`config.mk`:
```
export PLATFORM = sky130hd
export DESIGN_NAME = shadow_ret_guard
export DESIGN_NICKNAME = d
export VERILOG_FILES = /design/src/rtl/srs_pkg.sv /design/src/rtl/srs_stack_bank.sv /design/src/rtl/srs_sel_stack.sv /design/src/rtl/shadow_ret_guard.sv
export SDC_FILE = /design/constraint.sdc
export NUM_CORES = 2
export LEC_CHECK = 0
export BUFFER_PORTS_ARGS = -buffer_cell sky130_fd_sc_hd__buf_2
export CAP_MARGIN = 20
export CORE_MARGIN = 2
export CORE_UTILIZATION = 51
export CTS_BUF_LIST = sky130_fd_sc_hd__clkbuf_4
export CTS_CLUSTER_DIAMETER = 60
export DETAILED_ROUTE_END_ITERATION = 6
export HOLD_SLACK_MARGIN = 0.03
export PLACE_DENSITY = 0.77
export SLEW_MARGIN = 40
export SYNTH_ARGS = -nofsm -noshare
export SYNTH_HDL_FRONTEND = slang
export SYNTH_SLANG_ARGS = --single-unit
```
`constraint.sdc`:
```
create_clock -name clk_i -period 6.05 [get_ports clk_i]
set_input_delay 0.3025 -clock clk_i [delete_from_list [all_inputs] [get_ports clk_i]]
set_output_delay 0.3025 -clock clk_i [all_outputs]
set_load 0.005 [all_outputs]
```
`src/rtl/srs_pkg.sv`:
```
package srs_pkg;

   typedef enum logic [2:0] {
      EV_CALL  = 3'd0,
      EV_RET   = 3'd1,
      EV_INT   = 3'd2,
      EV_IRET  = 3'd3,
      EV_LOAD  = 3'd4,
      EV_STORE = 3'd5
   } ev_kind_e;

   typedef enum logic [1:0] {
      FC_MISMATCH  = 2'd0,
      FC_OVERFLOW  = 2'd1,
      FC_UNDERFLOW = 2'd2
   } fault_cause_e;

   typedef struct packed {
      logic         hit;
      fault_cause_e cause;
   } fault_t;

endpackage

```
`src/rtl/srs_stack_bank.sv`:
```
// Banked return-address storage: one entry counter per stack, a shared array,
// and a read/write port steered by the current selection.
module srs_stack_bank #(
   parameter int ADDR_W  = 32,
   parameter int DEPTH   = 16,
   parameter int NUM_STK = 8,
   parameter int SEL_W   = 3
) (
   input  logic              clk_i,
   input  logic              rst_i,
   input  logic [SEL_W-1:0]  sel_i,
   input  logic              push_i,
   input  logic              pop_i,
   input  logic [ADDR_W-1:0] wdata_i,
   output logic [ADDR_W-1:0] top_o,
   output logic              full_o,
   output logic              empty_o
);

   localparam int PTR_W = $clog2(DEPTH + 1);
   localparam int IDX_W = $clog2(DEPTH);

   if (DEPTH < 2 || DEPTH != (1 << IDX_W)) begin : g_bad_depth
      $error("srs_stack_bank: DEPTH must be a power of two and at least 2");
   end
   if (NUM_STK != (1 << SEL_W)) begin : g_bad_stk
      $error("srs_stack_bank: NUM_STK must equal 2**SEL_W");
   end

   logic [PTR_W-1:0]  cnt_w [NUM_STK];
   logic [ADDR_W-1:0] mem_q [NUM_STK][DEPTH];
   logic [PTR_W-1:0]  cur_cnt;
   logic [IDX_W-1:0]  wr_idx;
   logic [IDX_W-1:0]  rd_idx;

   // one banked pointer per stack; only the selected one moves
   for (genvar s = 0; s < NUM_STK; s++) begin : g_ptr
      logic [PTR_W-1:0] cnt_q;
      logic             is_sel;
      assign is_sel = (sel_i == SEL_W'(s));
      always_ff @(posedge clk_i) begin
         if (rst_i) begin
            cnt_q <= '0;
         end else if (push_i && is_sel) begin
            cnt_q <= cnt_q + PTR_W'(1);
         end else if (pop_i && is_sel) begin
            cnt_q <= cnt_q - PTR_W'(1);
         end
      end
      assign cnt_w[s] = cnt_q;
   end

   always_comb begin
      cur_cnt = cnt_w[sel_i];
      wr_idx  = cur_cnt[IDX_W-1:0];
      rd_idx  = IDX_W'(cur_cnt - PTR_W'(1));
      full_o  = (cur_cnt == PTR_W'(DEPTH));
      empty_o = (cur_cnt == '0);
      top_o   = mem_q[sel_i][rd_idx];
   end

   always_ff @(posedge clk_i) begin
      if (push_i) begin
         mem_q[sel_i][wr_idx] <= wdata_i;
      end
   end

endmodule

```
`src/rtl/srs_sel_stack.sv`:
```
// Small nesting stack of saved stack selections (shift-register form).
module srs_sel_stack #(
   parameter int SEL_W = 3,
   parameter int NEST  = 2
) (
   input  logic             clk_i,
   input  logic             rst_i,
   input  logic             push_i,
   input  logic             pop_i,
   input  logic [SEL_W-1:0] val_i,
   output logic [SEL_W-1:0] top_o,
   output logic             full_o,
   output logic             empty_o
);

   localparam int CNT_W = $clog2(NEST + 1);

   if (NEST < 1) begin : g_bad_nest
      $error("srs_sel_stack: NEST must be at least 1");
   end

   logic [SEL_W-1:0] slot_w [NEST];
   logic [CNT_W-1:0] cnt_q;

   for (genvar i = 0; i < NEST; i++) begin : g_slot
      logic [SEL_W-1:0] slot_q;
      logic [SEL_W-1:0] push_val;
      logic [SEL_W-1:0] pop_val;
      if (i == 0) begin : g_head
         assign push_val = val_i;
      end else begin : g_body
         assign push_val = slot_w[i-1];
      end
      if (i == NEST - 1) begin : g_tail
         assign pop_val = '0;
      end else begin : g_inner
         assign pop_val = slot_w[i+1];
      end
      always_ff @(posedge clk_i) begin
         if (rst_i) begin
            slot_q <= '0;
         end else if (push_i) begin
            slot_q <= push_val;
         end else if (pop_i) begin
            slot_q <= pop_val;
         end
      end
      assign slot_w[i] = slot_q;
   end

   always_ff @(posedge clk_i) begin
      if (rst_i) begin
         cnt_q <= '0;
      end else if (push_i) begin
         cnt_q <= cnt_q + CNT_W'(1);
      end else if (pop_i) begin
         cnt_q <= cnt_q - CNT_W'(1);
      end
   end

   assign top_o   = slot_w[0];
   assign full_o  = (cnt_q == CNT_W'(NEST));
   assign empty_o = (cnt_q == '0);

endmodule

```
`src/rtl/shadow_ret_guard.sv`:
```
module shadow_ret_guard
   import srs_pkg::*;
#(
   parameter int ADDR_W  = 32,
   parameter int DEPTH   = 16,
   parameter int NUM_ALT = 7,
   parameter int NEST    = 2,
   localparam int NUM_STK = NUM_ALT + 1,
   localparam int SEL_W   = $clog2(NUM_STK)
) (
   input  logic              clk_i,
   input  logic              rst_i,
   input  logic              evt_valid_i,
   input  logic [2:0]        evt_kind_i,
   input  logic [ADDR_W-1:0] evt_addr_i,
   input  logic [SEL_W-1:0]  evt_level_i,
   output logic              ret_ok_o,
   output logic              fault_o,
   output logic [1:0]        fault_cause_o,
   output logic              access_deny_o,
   output logic [SEL_W-1:0]  active_stack_o
);

   if (ADDR_W < 1) begin : g_bad_addr
      $error("shadow_ret_guard: ADDR_W must be positive");
   end
   if (NUM_ALT < 1) begin : g_bad_alt
      $error("shadow_ret_guard: NUM_ALT must be at least 1");
   end

   logic              is_call, is_ret, is_int, is_iret, is_mem;
   logic              push, pop, mismatch;
   logic              int_ok, int_ovf, iret_ok, iret_unf;
   logic [ADDR_W-1:0] top_addr;
   logic              stk_full, stk_empty;
   logic [SEL_W-1:0]  sel_q, sel_top;
   logic              nest_full, nest_empty;
   fault_t            fnext;

   // event decode
   always_comb begin
      is_call = evt_valid_i && (evt_kind_i == EV_CALL);
      is_ret  = evt_valid_i && (evt_kind_i == EV_RET);
      is_int  = evt_valid_i && (evt_kind_i == EV_INT);
      is_iret = evt_valid_i && (evt_kind_i == EV_IRET);
      is_mem  = evt_valid_i && ((evt_kind_i == EV_LOAD) || (evt_kind_i == EV_STORE));
   end

   assign push     = is_call && !stk_full;
   assign pop      = is_ret && !stk_empty;
   assign mismatch = pop && (top_addr != evt_addr_i);
   assign int_ok   = is_int && (evt_level_i != '0) && !nest_full;
   assign int_ovf  = is_int && (evt_level_i != '0) && nest_full;
   assign iret_ok  = is_iret && !nest_empty;
   assign iret_unf = is_iret && nest_empty;

   srs_stack_bank #(
      .ADDR_W  (ADDR_W),
      .DEPTH   (DEPTH),
      .NUM_STK (NUM_STK),
      .SEL_W   (SEL_W)
   ) u_bank (
      .clk_i   (clk_i),
      .rst_i   (rst_i),
      .sel_i   (sel_q),
      .push_i  (push),
      .pop_i   (pop),
      .wdata_i (evt_addr_i),
      .top_o   (top_addr),
      .full_o  (stk_full),
      .empty_o (stk_empty)
   );

   srs_sel_stack #(
      .SEL_W (SEL_W),
      .NEST  (NEST)
   ) u_nest (
      .clk_i   (clk_i),
      .rst_i   (rst_i),
      .push_i  (int_ok),
      .pop_i   (iret_ok),
      .val_i   (sel_q),
      .top_o   (sel_top),
      .full_o  (nest_full),
      .empty_o (nest_empty)
   );

   // fault classification; overflow and underflow take priority over compare
   always_comb begin
      fnext.hit   = 1'b0;
      fnext.cause = FC_MISMATCH;
      if ((is_call && stk_full) || int_ovf) begin
         fnext.hit   = 1'b1;
         fnext.cause = FC_OVERFLOW;
      end else if ((is_ret && stk_empty) || iret_unf) begin
         fnext.hit   = 1'b1;
         fnext.cause = FC_UNDERFLOW;
      end else if (mismatch) begin
         fnext.hit   = 1'b1;
         fnext.cause = FC_MISMATCH;
      end
   end

   always_ff @(posedge clk_i) begin
      if (rst_i) begin
         sel_q         <= '0;
         fault_o       <= 1'b0;
         fault_cause_o <= 2'd0;
         ret_ok_o      <= 1'b0;
         access_deny_o <= 1'b0;
      end else begin
         if (int_ok) begin
            sel_q <= evt_level_i;
         end else if (iret_ok) begin
            sel_q <= sel_top;
         end
         fault_o       <= fnext.hit;
         fault_cause_o <= fnext.cause;
         ret_ok_o      <= pop && !mismatch;
         access_deny_o <= is_mem;
      end
   end

   assign active_stack_o = sel_q;

endmodule

```
==> results.json <==
{
  "clock_sink_count": 4155,
  "worstSetupEndpointType": "flip-flop",
  "maxClockFrequency_ghz": 0.170,
  "via_count": 88600,
  "hp-class": "primary input to flip-flop",
  "cp.required_ns": 7.54,
  "fp.dieW_um": 566,
  "clk_latency_ns": 1.57,
  "htree_num_levels": 6,
  "avgRoutedWirePerCell_um": 36.2,
  "yosysTopAreaCellShare": 0.763,
  "sw_frac_of_total": 0.235,
  "vias_per_cell": 6.62,
  "post-synth-top-count-cell": "edfxtp_1",
  "hpwl_um": 279000,
  "synthArstFlopShare": 0,
  "track_usage": 0.299,
  "power.total_uw": 57100,
  "tightest_slew_ns": 0.960,
  "drc": 0,
  "finalSetupTns_ns": 0,
  "row_count": 206,
  "detail-route-antenna-nets": 0,
  "finalCritPeriodShare": 0.970,
  "finClkSkew_ns": 0.180,
  "grt_pass1_wl_um": 668000,
  "io_buffers": 48,
  "post-place-ws_ns": 0.216,
  "syn_area_per_cell_sq_um": 21.9,
  "nFillCells": 21800,
  "peakVddDrop_uv": 162,
  "worstPathMaxFanout": 24,
  "cts_tree": "yes",
  "post_cts_buffers": 0,
  "area_growth_pct": 13.8,
  "netlist_area_sq_um": 161000,
  "die_h_um": 566,
  "power_density_nw_per_um2": 311,
  "yosys.area.top_type": "edfxtp_1",
  "grt_start_max_net_pins": 99,
  "dr.pass1.iters": 6,
  "synth_flop_cell": "edfxtp_1",
  "ys_seq_area_frac": 0.770,
  "ys_top_cells_by_count": "edfxtp_1 (4096), mux4_2 (1096), nand2_1 (415)",
  "clk_pin_slew_ns": 0.09,
  "intPower_uw": 43700,
  "rsz0062_at_grt": "false",
  "finalWirelength_um": 484000,
  "synth-edff-count": 4096,
  "ys_top_cells_by_area": "edfxtp_1 (76%), mux4_2 (15%), mux2i_1 (1.0%)",
  "antenna_found_initial": 41,
  "synth_cell_types": 83,
  "yosysWarnings": 0,
  "grt_overflow_total": 0,
  "grt_pass1_vias": 86300,
  "maxCapViolCount": 0,
  "gp_congestion": 0.990,
  "pwr-share-comb": 0.063,
  "cts_buffers": 952,
  "cts-root-buf": "clkbuf_4",
  "p_seq_frac": 0.554,
  "synth_nets": 7422,
  "fin_ws_ns": 0.183,
  "leakage_uw": 0.0579,
  "status": "finished, final reports clean",
  "cts_buffer_depth": 4,
  "ios": 49,
  "r2r_slack_ns": 0.18,
  "slew_viol_final": 0,
  "synthCells": 7345,
  "initial_utilization": 0.512,
  "cp.arrival_ns": 7.36,
  "nets": 8576,
  "setup_viol": 0,
  "core-area_sq_um": 315000,
  "max_slew_margin": 0.342,
  "worstSetupPathType": "flip-flop to flip-flop",
  "pwr-share-clk": 0.384,
  "hold_viol_final": 0,
  "drive_gt1_frac": 0.349,
  "dieArea_sq_um": 321000,
  "p_switching_uw": 13400,
  "ys_ff_latch": 4155,
  "drt-initial-drc-count": 16300,
  "fin_crit_ns": 5.87,
  "critPathLaunchType": "flip-flop"
}
power by group through the flow:
stage,combinational (uW),sequential [uW],clock [uW]
3_3_place_gp,3210,32200,0
6_report,3590,31600,21900
5_1_grt,3600,31600,23500
3_5_place_dp,3300,32200,0
2_1_floorplan,1440,32200,0
4_1_cts,3410,31600,22100
repair_timing:
action                      CTS  global route
setup endpoints to repair     0             1
hold buffers                114             3
gates resized for setup       0             2
hold endpoints to repair   3864            75
state kept, by name, indices dropped and copies added, names as in the netlist, named ones only:
| signal | count |
|---|---|
| u_nest.cnt_q | 2 |
| u_bank.g_ptr.cnt_q | 40 |
| active_stack_o | 3 |
| ret_ok_o | 1 |
| access_deny_o | 1 |
| u_bank.mem_q | 4096 |
| u_nest.g_slot.pop_val | 3 |
| fault_cause_o | 2 |
| fault_o | 1 |
| u_nest.top_o | 3 |
worst paths after layout:
| check | from | endpoint | depth (start not counted) |
|---|---|---|---|
| setup / recovery | active_stack_o[1] | ret_ok_o | 15 |
| hold / removal | evt_addr_i[10] | ret_ok_o | 7 |
| setup reg to reg | active_stack_o[1] | ret_ok_o | 15 |
| hold reg to reg | u_nest.top_o[2] | u_nest.g_slot[0].pop_val[2] | 2 |
final cells by class:
| type | count | area (sq um) | share of cell area |
|---|---|---|---|
| clock buffer | 1321 | 9920 | 0.0541 |
| sequential | 4155 | 124000 | 0.677 |
| inverter | 18 | 80.1 | 0.000437 |
| multi-input combinational | 2787 | 36200 | 0.198 |
| tap | 4160 | 5200 | 0.0284 |
| timing repair buffer | 585 | 5670 | 0.0309 |
| clock inverter | 340 | 2040 | 0.0111 |
| antenna | 22 | 55.1 | 0.000300 |
metrics by stage:
step / util / cells / hold WS [ns] / instance area, sq um
3_5_place_dp: 0.540 / 11600 / 0.471 / 170000
5_1_grt: 0.583 / 13400 / 0.0424 / 183000
3_3_place_gp: 0.539 / 11600 / 0.455 / 170000
2_1_floorplan: - / 7345 / 0.378 / 161000
6_report: 0.583 / 13400 / 0.126 / 183000
4_1_cts: 0.582 / 13400 / 0.0477 / 183000
critical path, stage by stage, from the launching register on:
cell	delay, ns
dfxtp_1	0.72
buf_4	0.37
mux2_2	0.39
o2bb2ai_1	0.44
o21ai_4	0.19
nand2_8	0.36
buf_12	0.29
buf_12	0.22
mux2i_1	0.10
mux4_2	0.49
xor2_1	0.70
o21ai_0	0.42
o41ai_2	0.19
nand4_1	0.18
or3b_1	0.44
nor4_2	0.26
layer usage:
metal | up-vias | part of all wire | track usage
met1 | 45300 | 0.33 | 0.389
met3 | 1236 | 0.15 | 0.104
met2 | 8176 | 0.46 | 0.450
met5 | - | 0.00043 | 0
li1 | 33900 | - | -
met4 | 22 | 0.059 | 0.151
cell families (layout without fill, tap and decap cells):
| logic type | after synthesis | count (layout) | synth area share |
|---|---|---|---|
| compound gates | 430 | 430 | 0.0188 |
| xor+xnor | 86 | 86 | 0.00467 |
| fa+ha+maj | 36 | 36 | 0.00317 |
| buf+inv | 403 | 2264 | 0.0122 |
| flops | 4155 | 4155 | 0.770 |
| mux | 1280 | 1280 | 0.165 |
| other cells | 0 | 22 | 0 |
| simple gates | 955 | 955 | 0.0262 |
cells in the final DEF (no fill, tap or decap), types with 10 or more instances in the layout:
master and count:
buf_6 12, a31oi_1 32, a21oi_1 93, inv_6 10
xor2_1 39, a21o_1 21, clkinv_1 244, edfxtp_1 4096
o21ai_0 39, a32o_1 10, nand4_1 29, nor2_1 115
buf_12 66, a32oi_1 29, clkinv_2 39, o211ai_1 15
xnor2_1 45, nor3_1 17, and3_1 68, a211oi_1 40
clkbuf_4 1321, nand3_1 105, inv_1 15, dlygate4sd3_1 93
clkinvlp_4 15, nor2_4 129, mux2_2 15, mux2i_1 166
a2111oi_0 16, dfxtp_1 56, bufinv_16 22, nand2_1 411
mux4_2 1096, buf_4 378, o22ai_1 12, ha_1 27
diode_2 22, a22oi_1 32, buf_2 21, nor4_1 10
(Power assumes the default switching activity.)
